<file path="config.mk">
export PLATFORM = sky130hd
export DESIGN_NAME = tlb_core
export DESIGN_NICKNAME = d
export VERILOG_FILES = /design/src/rtl/tlb_pkg.sv /design/src/rtl/tlb_assist_regs.sv /design/src/rtl/tlb_entry_array.sv /design/src/rtl/tlb_match.sv /design/src/rtl/tlb_prio_enc.sv /design/src/rtl/tlb_core.sv
export SDC_FILE = /design/constraint.sdc
export NUM_CORES = 2
export LEC_CHECK = 0
export ABC_AREA = 1
export BUFFER_PORTS_ARGS = -buffer_cell sky130_fd_sc_hd__buf_2
export CAP_MARGIN = 20
export CORE_ASPECT_RATIO = 1.1
export CORE_UTILIZATION = 55
export DETAILED_ROUTE_END_ITERATION = 8
export MAX_ROUTING_LAYER = met4
export PLACE_DENSITY = 0.71
export SLEW_MARGIN = 30
export SYNTH_ARGS = -nofsm -noshare
export SYNTH_HDL_FRONTEND = slang
export SYNTH_SLANG_ARGS = --single-unit
</file>
<file path="constraint.sdc">
create_clock -name clk -period 10.4 [get_ports clk]
set_input_delay 2.08 -clock clk [delete_from_list [all_inputs] [get_ports clk]]
set_output_delay 2.08 -clock clk [all_outputs]
set_load 0.01 [all_outputs]
</file>
<file path="src/rtl/tlb_pkg.sv">
package tlb_pkg;
    localparam int VA_W  = 32;
    localparam int OFF_W = 12;
    localparam int PN_W  = VA_W - OFF_W;
    localparam int TID_W = 8;
    localparam int SZ_W  = 4;
    localparam int SEL_W = 5;

    localparam logic [31:0] SELECT_RMASK  = 32'h0000_1F1F;
    localparam logic [31:0] CONTEXT_RMASK = 32'hC0FF_010F;
    localparam logic [31:0] PAGE_RMASK    = 32'hFFFF_F000;

    typedef enum logic [1:0] {
        AREG_SELECT  = 2'd0,
        AREG_CONTEXT = 2'd1,
        AREG_EPN     = 2'd2,
        AREG_RPN     = 2'd3
    } areg_e;

    typedef struct packed {
        logic             valid;
        logic             iprot;
        logic [TID_W-1:0] tid;
        logic             ts;
        logic [SZ_W-1:0]  size;
        logic [PN_W-1:0]  epn;
        logic [PN_W-1:0]  rpn;
    } tlb_entry_t;

    // fields the comparators need
    typedef struct packed {
        logic             valid;
        logic [TID_W-1:0] tid;
        logic             ts;
        logic [SZ_W-1:0]  size;
        logic [PN_W-1:0]  epn;
    } tlb_key_t;

    // page-number bits that fall inside the page for a size code
    function automatic logic [PN_W-1:0] size_mask(input logic [SZ_W-1:0] code);
        logic [PN_W-1:0] m;
        for (int b = 0; b < PN_W; b++) begin
            m[b] = (b < 2 * int'(code));
        end
        return m;
    endfunction

    function automatic tlb_key_t to_key(input tlb_entry_t e);
        tlb_key_t k;
        k.valid = e.valid;
        k.tid   = e.tid;
        k.ts    = e.ts;
        k.size  = e.size;
        k.epn   = e.epn;
        return k;
    endfunction

    function automatic logic [31:0] ctx_pack(input tlb_entry_t e);
        logic [31:0] r;
        r        = '0;
        r[31]    = e.valid;
        r[30]    = e.iprot;
        r[23:16] = e.tid;
        r[8]     = e.ts;
        r[3:0]   = e.size;
        return r;
    endfunction

    function automatic logic [31:0] sel_pack(input logic [SEL_W-1:0] esel,
                                             input logic [SEL_W-1:0] nv);
        logic [31:0] r;
        r       = '0;
        r[4:0]  = esel;
        r[12:8] = nv;
        return r;
    endfunction

    function automatic logic [PN_W-1:0] xlate_pn(input tlb_entry_t e,
                                                 input logic [PN_W-1:0] ea_pn);
        logic [PN_W-1:0] m;
        m = size_mask(e.size);
        return (e.rpn & ~m) | (ea_pn & m);
    endfunction
endpackage

</file>
<file path="src/rtl/tlb_assist_regs.sv">
module tlb_assist_regs
    import tlb_pkg::*;
(
    input  logic             clk,
    input  logic             rst,
    input  logic             reg_wr,
    input  logic [1:0]       reg_sel,
    input  logic [31:0]      reg_wdata,
    input  logic             load_en,
    input  tlb_entry_t       load_entry,
    input  logic             miss_load,
    output logic [SEL_W-1:0] esel,
    output logic [SEL_W-1:0] nv,
    output tlb_entry_t       stage,
    output logic [31:0]      rdata
);
    areg_e            sel;
    logic             wr_sel, wr_ctx, wr_epn, wr_rpn;
    logic [SEL_W-1:0] esel_q, nv_q;
    tlb_entry_t       stage_q;
    logic             unused_wbits;

    assign sel    = areg_e'(reg_sel);
    assign wr_sel = reg_wr && (sel == AREG_SELECT);
    assign wr_ctx = reg_wr && (sel == AREG_CONTEXT);
    assign wr_epn = reg_wr && (sel == AREG_EPN);
    assign wr_rpn = reg_wr && (sel == AREG_RPN);
    assign unused_wbits = ^reg_wdata;

    // software write of SELECT beats the miss load
    always_ff @(posedge clk) begin
        if (rst) begin
            esel_q <= '0;
            nv_q   <= '0;
        end else if (wr_sel) begin
            esel_q <= reg_wdata[4:0];
            nv_q   <= reg_wdata[12:8];
        end else if (miss_load) begin
            esel_q <= nv_q;
        end
    end

    always_ff @(posedge clk) begin
        if (rst) begin
            stage_q <= '0;
        end else if (load_en) begin
            stage_q <= load_entry;
        end else begin
            if (wr_ctx) begin
                stage_q.valid <= reg_wdata[31];
                stage_q.iprot <= reg_wdata[30];
                stage_q.tid   <= reg_wdata[23:16];
                stage_q.ts    <= reg_wdata[8];
                stage_q.size  <= reg_wdata[3:0];
            end
            if (wr_epn) stage_q.epn <= reg_wdata[31:OFF_W];
            if (wr_rpn) stage_q.rpn <= reg_wdata[31:OFF_W];
        end
    end

    always_comb begin
        unique case (sel)
            AREG_SELECT:  rdata = sel_pack(esel_q, nv_q);
            AREG_CONTEXT: rdata = ctx_pack(stage_q);
            AREG_EPN:     rdata = {stage_q.epn, {OFF_W{1'b0}}};
            AREG_RPN:     rdata = {stage_q.rpn, {OFF_W{1'b0}}};
            default:      rdata = '0;
        endcase
    end

    assign esel  = esel_q;
    assign nv    = nv_q;
    assign stage = stage_q;
endmodule

</file>
<file path="src/rtl/tlb_entry_array.sv">
module tlb_entry_array
    import tlb_pkg::*;
#(
    parameter int N = 32
) (
    input  logic             clk,
    input  logic             rst,
    input  logic             wr_en,
    input  logic [SEL_W-1:0] wr_idx,
    input  tlb_entry_t       wr_entry,
    input  logic             inv_en,
    input  logic [PN_W-1:0]  inv_pn,
    input  logic             flash_en,
    output tlb_entry_t       entries [N]
);
    for (genvar i = 0; i < N; i++) begin : g_ent
        logic       v_q;
        tlb_entry_t b_q;
        logic       wr_me, inv_me, drop;

        assign wr_me  = wr_en && (wr_idx == SEL_W'(i));
        assign inv_me = inv_en &&
                        (((b_q.epn ^ inv_pn) & ~size_mask(b_q.size)) == '0);
        assign drop   = (flash_en || inv_me) && !b_q.iprot;

        // only VALID is reset; a write beats any invalidate
        always_ff @(posedge clk) begin
            if (rst)        v_q <= 1'b0;
            else if (wr_me) v_q <= wr_entry.valid;
            else if (drop)  v_q <= 1'b0;
        end

        always_ff @(posedge clk) begin
            if (wr_me) b_q <= wr_entry;
        end

        always_comb begin
            entries[i]       = b_q;
            entries[i].valid = v_q;
        end
    end
endmodule

</file>
<file path="src/rtl/tlb_match.sv">
module tlb_match
    import tlb_pkg::*;
#(
    parameter int N = 32
) (
    input  tlb_key_t         keys [N],
    input  logic [PN_W-1:0]  ea_pn,
    input  logic [TID_W-1:0] pid,
    input  logic             as_bit,
    output logic [N-1:0]     match_vec
);
    for (genvar i = 0; i < N; i++) begin : g_cmp
        logic id_ok, as_ok, pn_ok;
        assign id_ok = (keys[i].tid == '0) || (keys[i].tid == pid);
        assign as_ok = (keys[i].ts == as_bit);
        assign pn_ok = ((keys[i].epn ^ ea_pn) & ~size_mask(keys[i].size)) == '0;
        assign match_vec[i] = keys[i].valid && id_ok && as_ok && pn_ok;
    end
endmodule

</file>
<file path="src/rtl/tlb_prio_enc.sv">
module tlb_prio_enc
    import tlb_pkg::*;
#(
    parameter int N = 32
) (
    input  logic [N-1:0]     vec,
    output logic             any,
    output logic             multi,
    output logic [SEL_W-1:0] idx
);
    always_comb begin
        idx = '0;
        for (int i = N - 1; i >= 0; i--) begin
            if (vec[i]) idx = SEL_W'(i);
        end
    end

    assign any   = |vec;
    assign multi = (vec & (vec - N'(1))) != '0;
endmodule

</file>
<file path="src/rtl/tlb_core.sv">
module tlb_core
    import tlb_pkg::*;
#(
    parameter int NUM_ENTRIES = 32
) (
    input  logic        clk,
    input  logic        rst,
    input  logic        lk_valid,
    input  logic        lk_is_data,
    input  logic [31:0] lk_ea,
    input  logic [7:0]  cur_pid,
    input  logic        msr_is,
    input  logic        msr_ds,
    output logic        lk_hit,
    output logic [4:0]  lk_idx,
    output logic [31:0] lk_ra,
    output logic        lk_multi,
    input  logic        reg_wr,
    input  logic [1:0]  reg_sel,
    input  logic [31:0] reg_wdata,
    output logic [31:0] reg_rdata,
    input  logic        cmd_write,
    input  logic        cmd_read,
    input  logic        cmd_inval,
    input  logic [19:0] inv_pn,
    input  logic        cmd_flash
);
    localparam int N = NUM_ENTRIES;

    tlb_entry_t       entries [N];
    tlb_key_t         keys    [N];
    tlb_entry_t       stage, rd_entry, hit_entry;
    logic [SEL_W-1:0] esel, nv, enc_idx;
    logic [N-1:0]     match_vec, valid_vec, iprot_vec;
    logic             enc_any, enc_multi, miss_load;
    logic [PN_W-1:0]  ea_pn;

    assign ea_pn     = lk_ea[VA_W-1:OFF_W];
    assign miss_load = lk_valid && !enc_any;

    for (genvar i = 0; i < N; i++) begin : g_vec
        assign keys[i]      = to_key(entries[i]);
        assign valid_vec[i] = entries[i].valid;
        assign iprot_vec[i] = entries[i].iprot;
    end

    tlb_assist_regs u_regs (
        .clk        (clk),
        .rst        (rst),
        .reg_wr     (reg_wr),
        .reg_sel    (reg_sel),
        .reg_wdata  (reg_wdata),
        .load_en    (cmd_read),
        .load_entry (rd_entry),
        .miss_load  (miss_load),
        .esel       (esel),
        .nv         (nv),
        .stage      (stage),
        .rdata      (reg_rdata)
    );

    tlb_entry_array #(.N(N)) u_array (
        .clk      (clk),
        .rst      (rst),
        .wr_en    (cmd_write),
        .wr_idx   (esel),
        .wr_entry (stage),
        .inv_en   (cmd_inval),
        .inv_pn   (inv_pn),
        .flash_en (cmd_flash),
        .entries  (entries)
    );

    tlb_match #(.N(N)) u_match (
        .keys      (keys),
        .ea_pn     (ea_pn),
        .pid       (cur_pid),
        .as_bit    (lk_is_data ? msr_ds : msr_is),
        .match_vec (match_vec)
    );

    tlb_prio_enc #(.N(N)) u_enc (
        .vec   (match_vec),
        .any   (enc_any),
        .multi (enc_multi),
        .idx   (enc_idx)
    );

    // entry muxes; an out-of-range select reads as zero
    always_comb begin
        rd_entry  = '0;
        hit_entry = '0;
        for (int i = 0; i < N; i++) begin
            if (esel == SEL_W'(i))    rd_entry  = entries[i];
            if (enc_idx == SEL_W'(i)) hit_entry = entries[i];
        end
    end

    always_comb begin
        lk_hit   = lk_valid && enc_any;
        lk_multi = lk_hit && enc_multi;
        lk_idx   = lk_hit ? enc_idx : '0;
        lk_ra    = lk_hit ? {xlate_pn(hit_entry, ea_pn), lk_ea[OFF_W-1:0]} : '0;
    end
endmodule

</file>
==> flow_summary.json <==
{
  "syn_avg_cell_area_um2": 9.219,
  "async_flop_share_pct": 0,
  "drc": 0,
  "cts.htree.levels": 4,
  "met3_usage_pct": 7.772,
  "gp_congestion": 1.066,
  "top_usage_layer": "met2",
  "finalMaxSlewViolations": 0,
  "synth_seq_area_share_pct": 52.84,
  "overflow": 0,
  "antenna_found_initial": 14,
  "crit_type": "input pin to primary output",
  "timing.slew.headroom_pct": 20.76,
  "worstPathArrival_ps": 8730,
  "leakagePower_uw": 0.04397,
  "hold_violations": 0,
  "die_y_um": 453.4,
  "cp_slowest_cell": "nand4_1",
  "drt_wl_total_um": 427300,
  "rsz0062_at_grt": "yes",
  "worst-path-max-fanout": 8,
  "tightest_slew_ps": 1173,
  "ctsHoldBuffers": 0,
  "port_buffers": 169,
  "nFillCells": 14815,
  "clockBufferDepth": 3,
  "post_route_cells_drive_above_1_share_pct": 16.03,
  "p_total_uw": 17510,
  "finalSetupViolCount": 20,
  "path_clk_slew_ps": 60,
  "wl_per_cell_um": 29.72,
  "fmax_mhz": 92.54,
  "grt_pass1_vias": 86170,
  "die-area_um2": 187000,
  "cts_made_buffers": 188,
  "clock-sinks": 1825,
  "vdd_drop_max_uv": 197.9,
  "fin_ws_ps": -405.8,
  "ys_ff_latch": 1825,
  "synth_cell_type_count": 79,
  "grt_pass1_wl_um": 600100,
  "use_met1_pct": 53.51,
  "drt_first_pass_iters": 9,
  "cp_common_cell": "buf_4",
  "vias": 90513,
  "track_usage_pct": 46.09,
  "dp_hpwl_um": 322500,
  "required_ps": 8320,
  "cp-start-kind": "input pin",
  "coreArea_um2": 183900,
  "crit_path_end_kind": "primary output",
  "via_per_inst": 6.294,
  "nets": 11893,
  "synth_edf_count": 1728,
  "ys_warn_count": 0,
  "fp.dieW_um": 412.4,
  "ios": 176,
  "max_stage_delay_ps": 200,
  "fin_tns_setup_ps": -5937,
  "period_share_pct": 103.9,
  "status": "finished, violations left",
  "fp-row-count": 165,
  "dr.first_iter.drc_count": 12288,
  "clkLatencyLatePin_ps": 910,
  "ys.flop_type": "edfxtp_1",
  "grt_max_degree": 62,
  "drv_cap": 0,
  "synthesis.area_um2": 101900,
  "period_minus_slack_ps": 10810,
  "power.density_nw_per_um2": 146.7,
  "violations": "setup timing",
  "cts_tree": "built",
  "hold_class": "flop to flop",
  "root_buffer": "clkbuf_16",
  "ant_nets": 0,
  "met2_usage_pct": 70.40,
  "initial_core_util_pct": 55.39,
  "skew_ps": 65.80,
  "area.growth.synth_to_final_pct": 17.17,
  "synth_cells": 11052
}
[where the power goes]
| group | internal (uW) | switching (uW) |
|---|---|---|
| clock | 3850 | 3100 |
| sequential | 8220 | 92.1 |
| combinational | 682 | 1570 |
[final timing paths]
path              slack (ps)                                from  depth (start not counted)                                  to
setup / recovery        -410                           lk_ea[14]                         52                           lk_ra[17]
hold / removal           460  u_array.g_ent[25].v_q$_SDFFE_PP0P_                          2  u_array.g_ent[25].v_q$_SDFFE_PP0P_
setup reg to reg        4020         u_regs.esel[3]$_SDFFE_PP0P_                         20       u_regs.stage[40]$_SDFFE_PP0P_
hold reg to reg          460  u_array.g_ent[25].v_q$_SDFFE_PP0P_                          2  u_array.g_ent[25].v_q$_SDFFE_PP0P_
[critical path, delay by kind of cell]
family	cells	cell delay (ps)
xor+xnor	1	120
compound gates	6	650
buf+inv	14	1950
simple gates	31	3870
[layer usage]
layer,part of all wire (%),wire [um]
met5,0,0
met4,10,43320
met3,9.7,41450
met2,45,193800
met1,35,148700
[cell families after synthesis]
logic type                share of synthesized area, %
AOI/OAI and AO/OA                                9.293
buffers and inverters                            5.228
xor gates and xnor gates                         11.53
other                                         0.003681
DFF                                              52.84
and+or+nand+nor                                  21.08
muxes                                          0.02947
[layout by cell type, fill, tap and decap left out, types with 105 or more instances in the layout]
master / netlist / final
edfxtp_1: 1728 / 1728
nor2_1: 1052 / 906
o2111ai_1: 110 / 109
buf_4: 56 / 783
xor2_1: 653 / 651
nand2_1: 2765 / 2688
nand4_1: 499 / 499
xnor2_1: 688 / 674
nor4_1: 112 / 105
o21ai_0: 535 / 499
a21oi_1: 557 / 532
inv_1: 692 / 671
clkbuf_16: 0 / 190
or2_2: 120 / 120
buf_2: 50 / 143
nand3_1: 313 / 278
[layout make-up]
cell class | instances | area [um2] | area share (%)
antenna | 13 | 32.53 | 0.02725
timing repair buffer | 1072 | 8867 | 7.428
tap | 2421 | 3029 | 2.537
clock buffer | 242 | 5000 | 4.188
sequential | 1825 | 53840 | 45.10
multi-input combinational | 7967 | 44630 | 37.39
clock inverter | 106 | 1205 | 1.009
inverter | 734 | 2773 | 2.323
[synthesized netlist by cell type (112+ instances only)]
master,number,area [um2]
a21oi_1,557,2788
clkbuf_1,322,1209
edfxtp_1,1728,51890
inv_1,692,2597
nand2_1,2765,10380
nand3_1,313,1567
nand4_1,499,3122
nor2_1,1052,3949
nor4_1,112,700.7
o21ai_0,535,2678
or2_2,120,750.7
xnor2_1,688,6026
xor2_1,653,5719
[sequential cells by signal, summed over array words and instances (netlist names)]
signal / count
u_regs.esel: 5
u_array.entries: 1728
u_array.g_ent.v_q: 32
u_regs.nv: 5
u_regs.stage: 55
[metrics by stage]
step           instances  setup slack, ps  hold WS (ps)  util [%]  area (um2)
2_1_floorplan      11054             1950         438.9         -      101900
3_3_place_gp       13938           -853.9         450.2     60.05      110500
3_5_place_dp       13938           -694.2         454.1     60.08      110500
4_1_cts            14323           -134.3         464.1     64.20      118100
5_1_grt            14376           -731.8         498.2     64.89      119400
6_report           14380           -405.8         464.6     64.90      119400
[what timing repair did]
action | 4_1_cts | 5_1_grt
endpoints found under the setup margin | 20 | 20
cloned | 1 | 1
hold endpoints to repair | 0 | 0
pin swaps | 70 | 191
setup buffers | 37 | 44
gates resized for setup | 279 | 248
No activity file was read; power rests on OpenSTA's default activity.
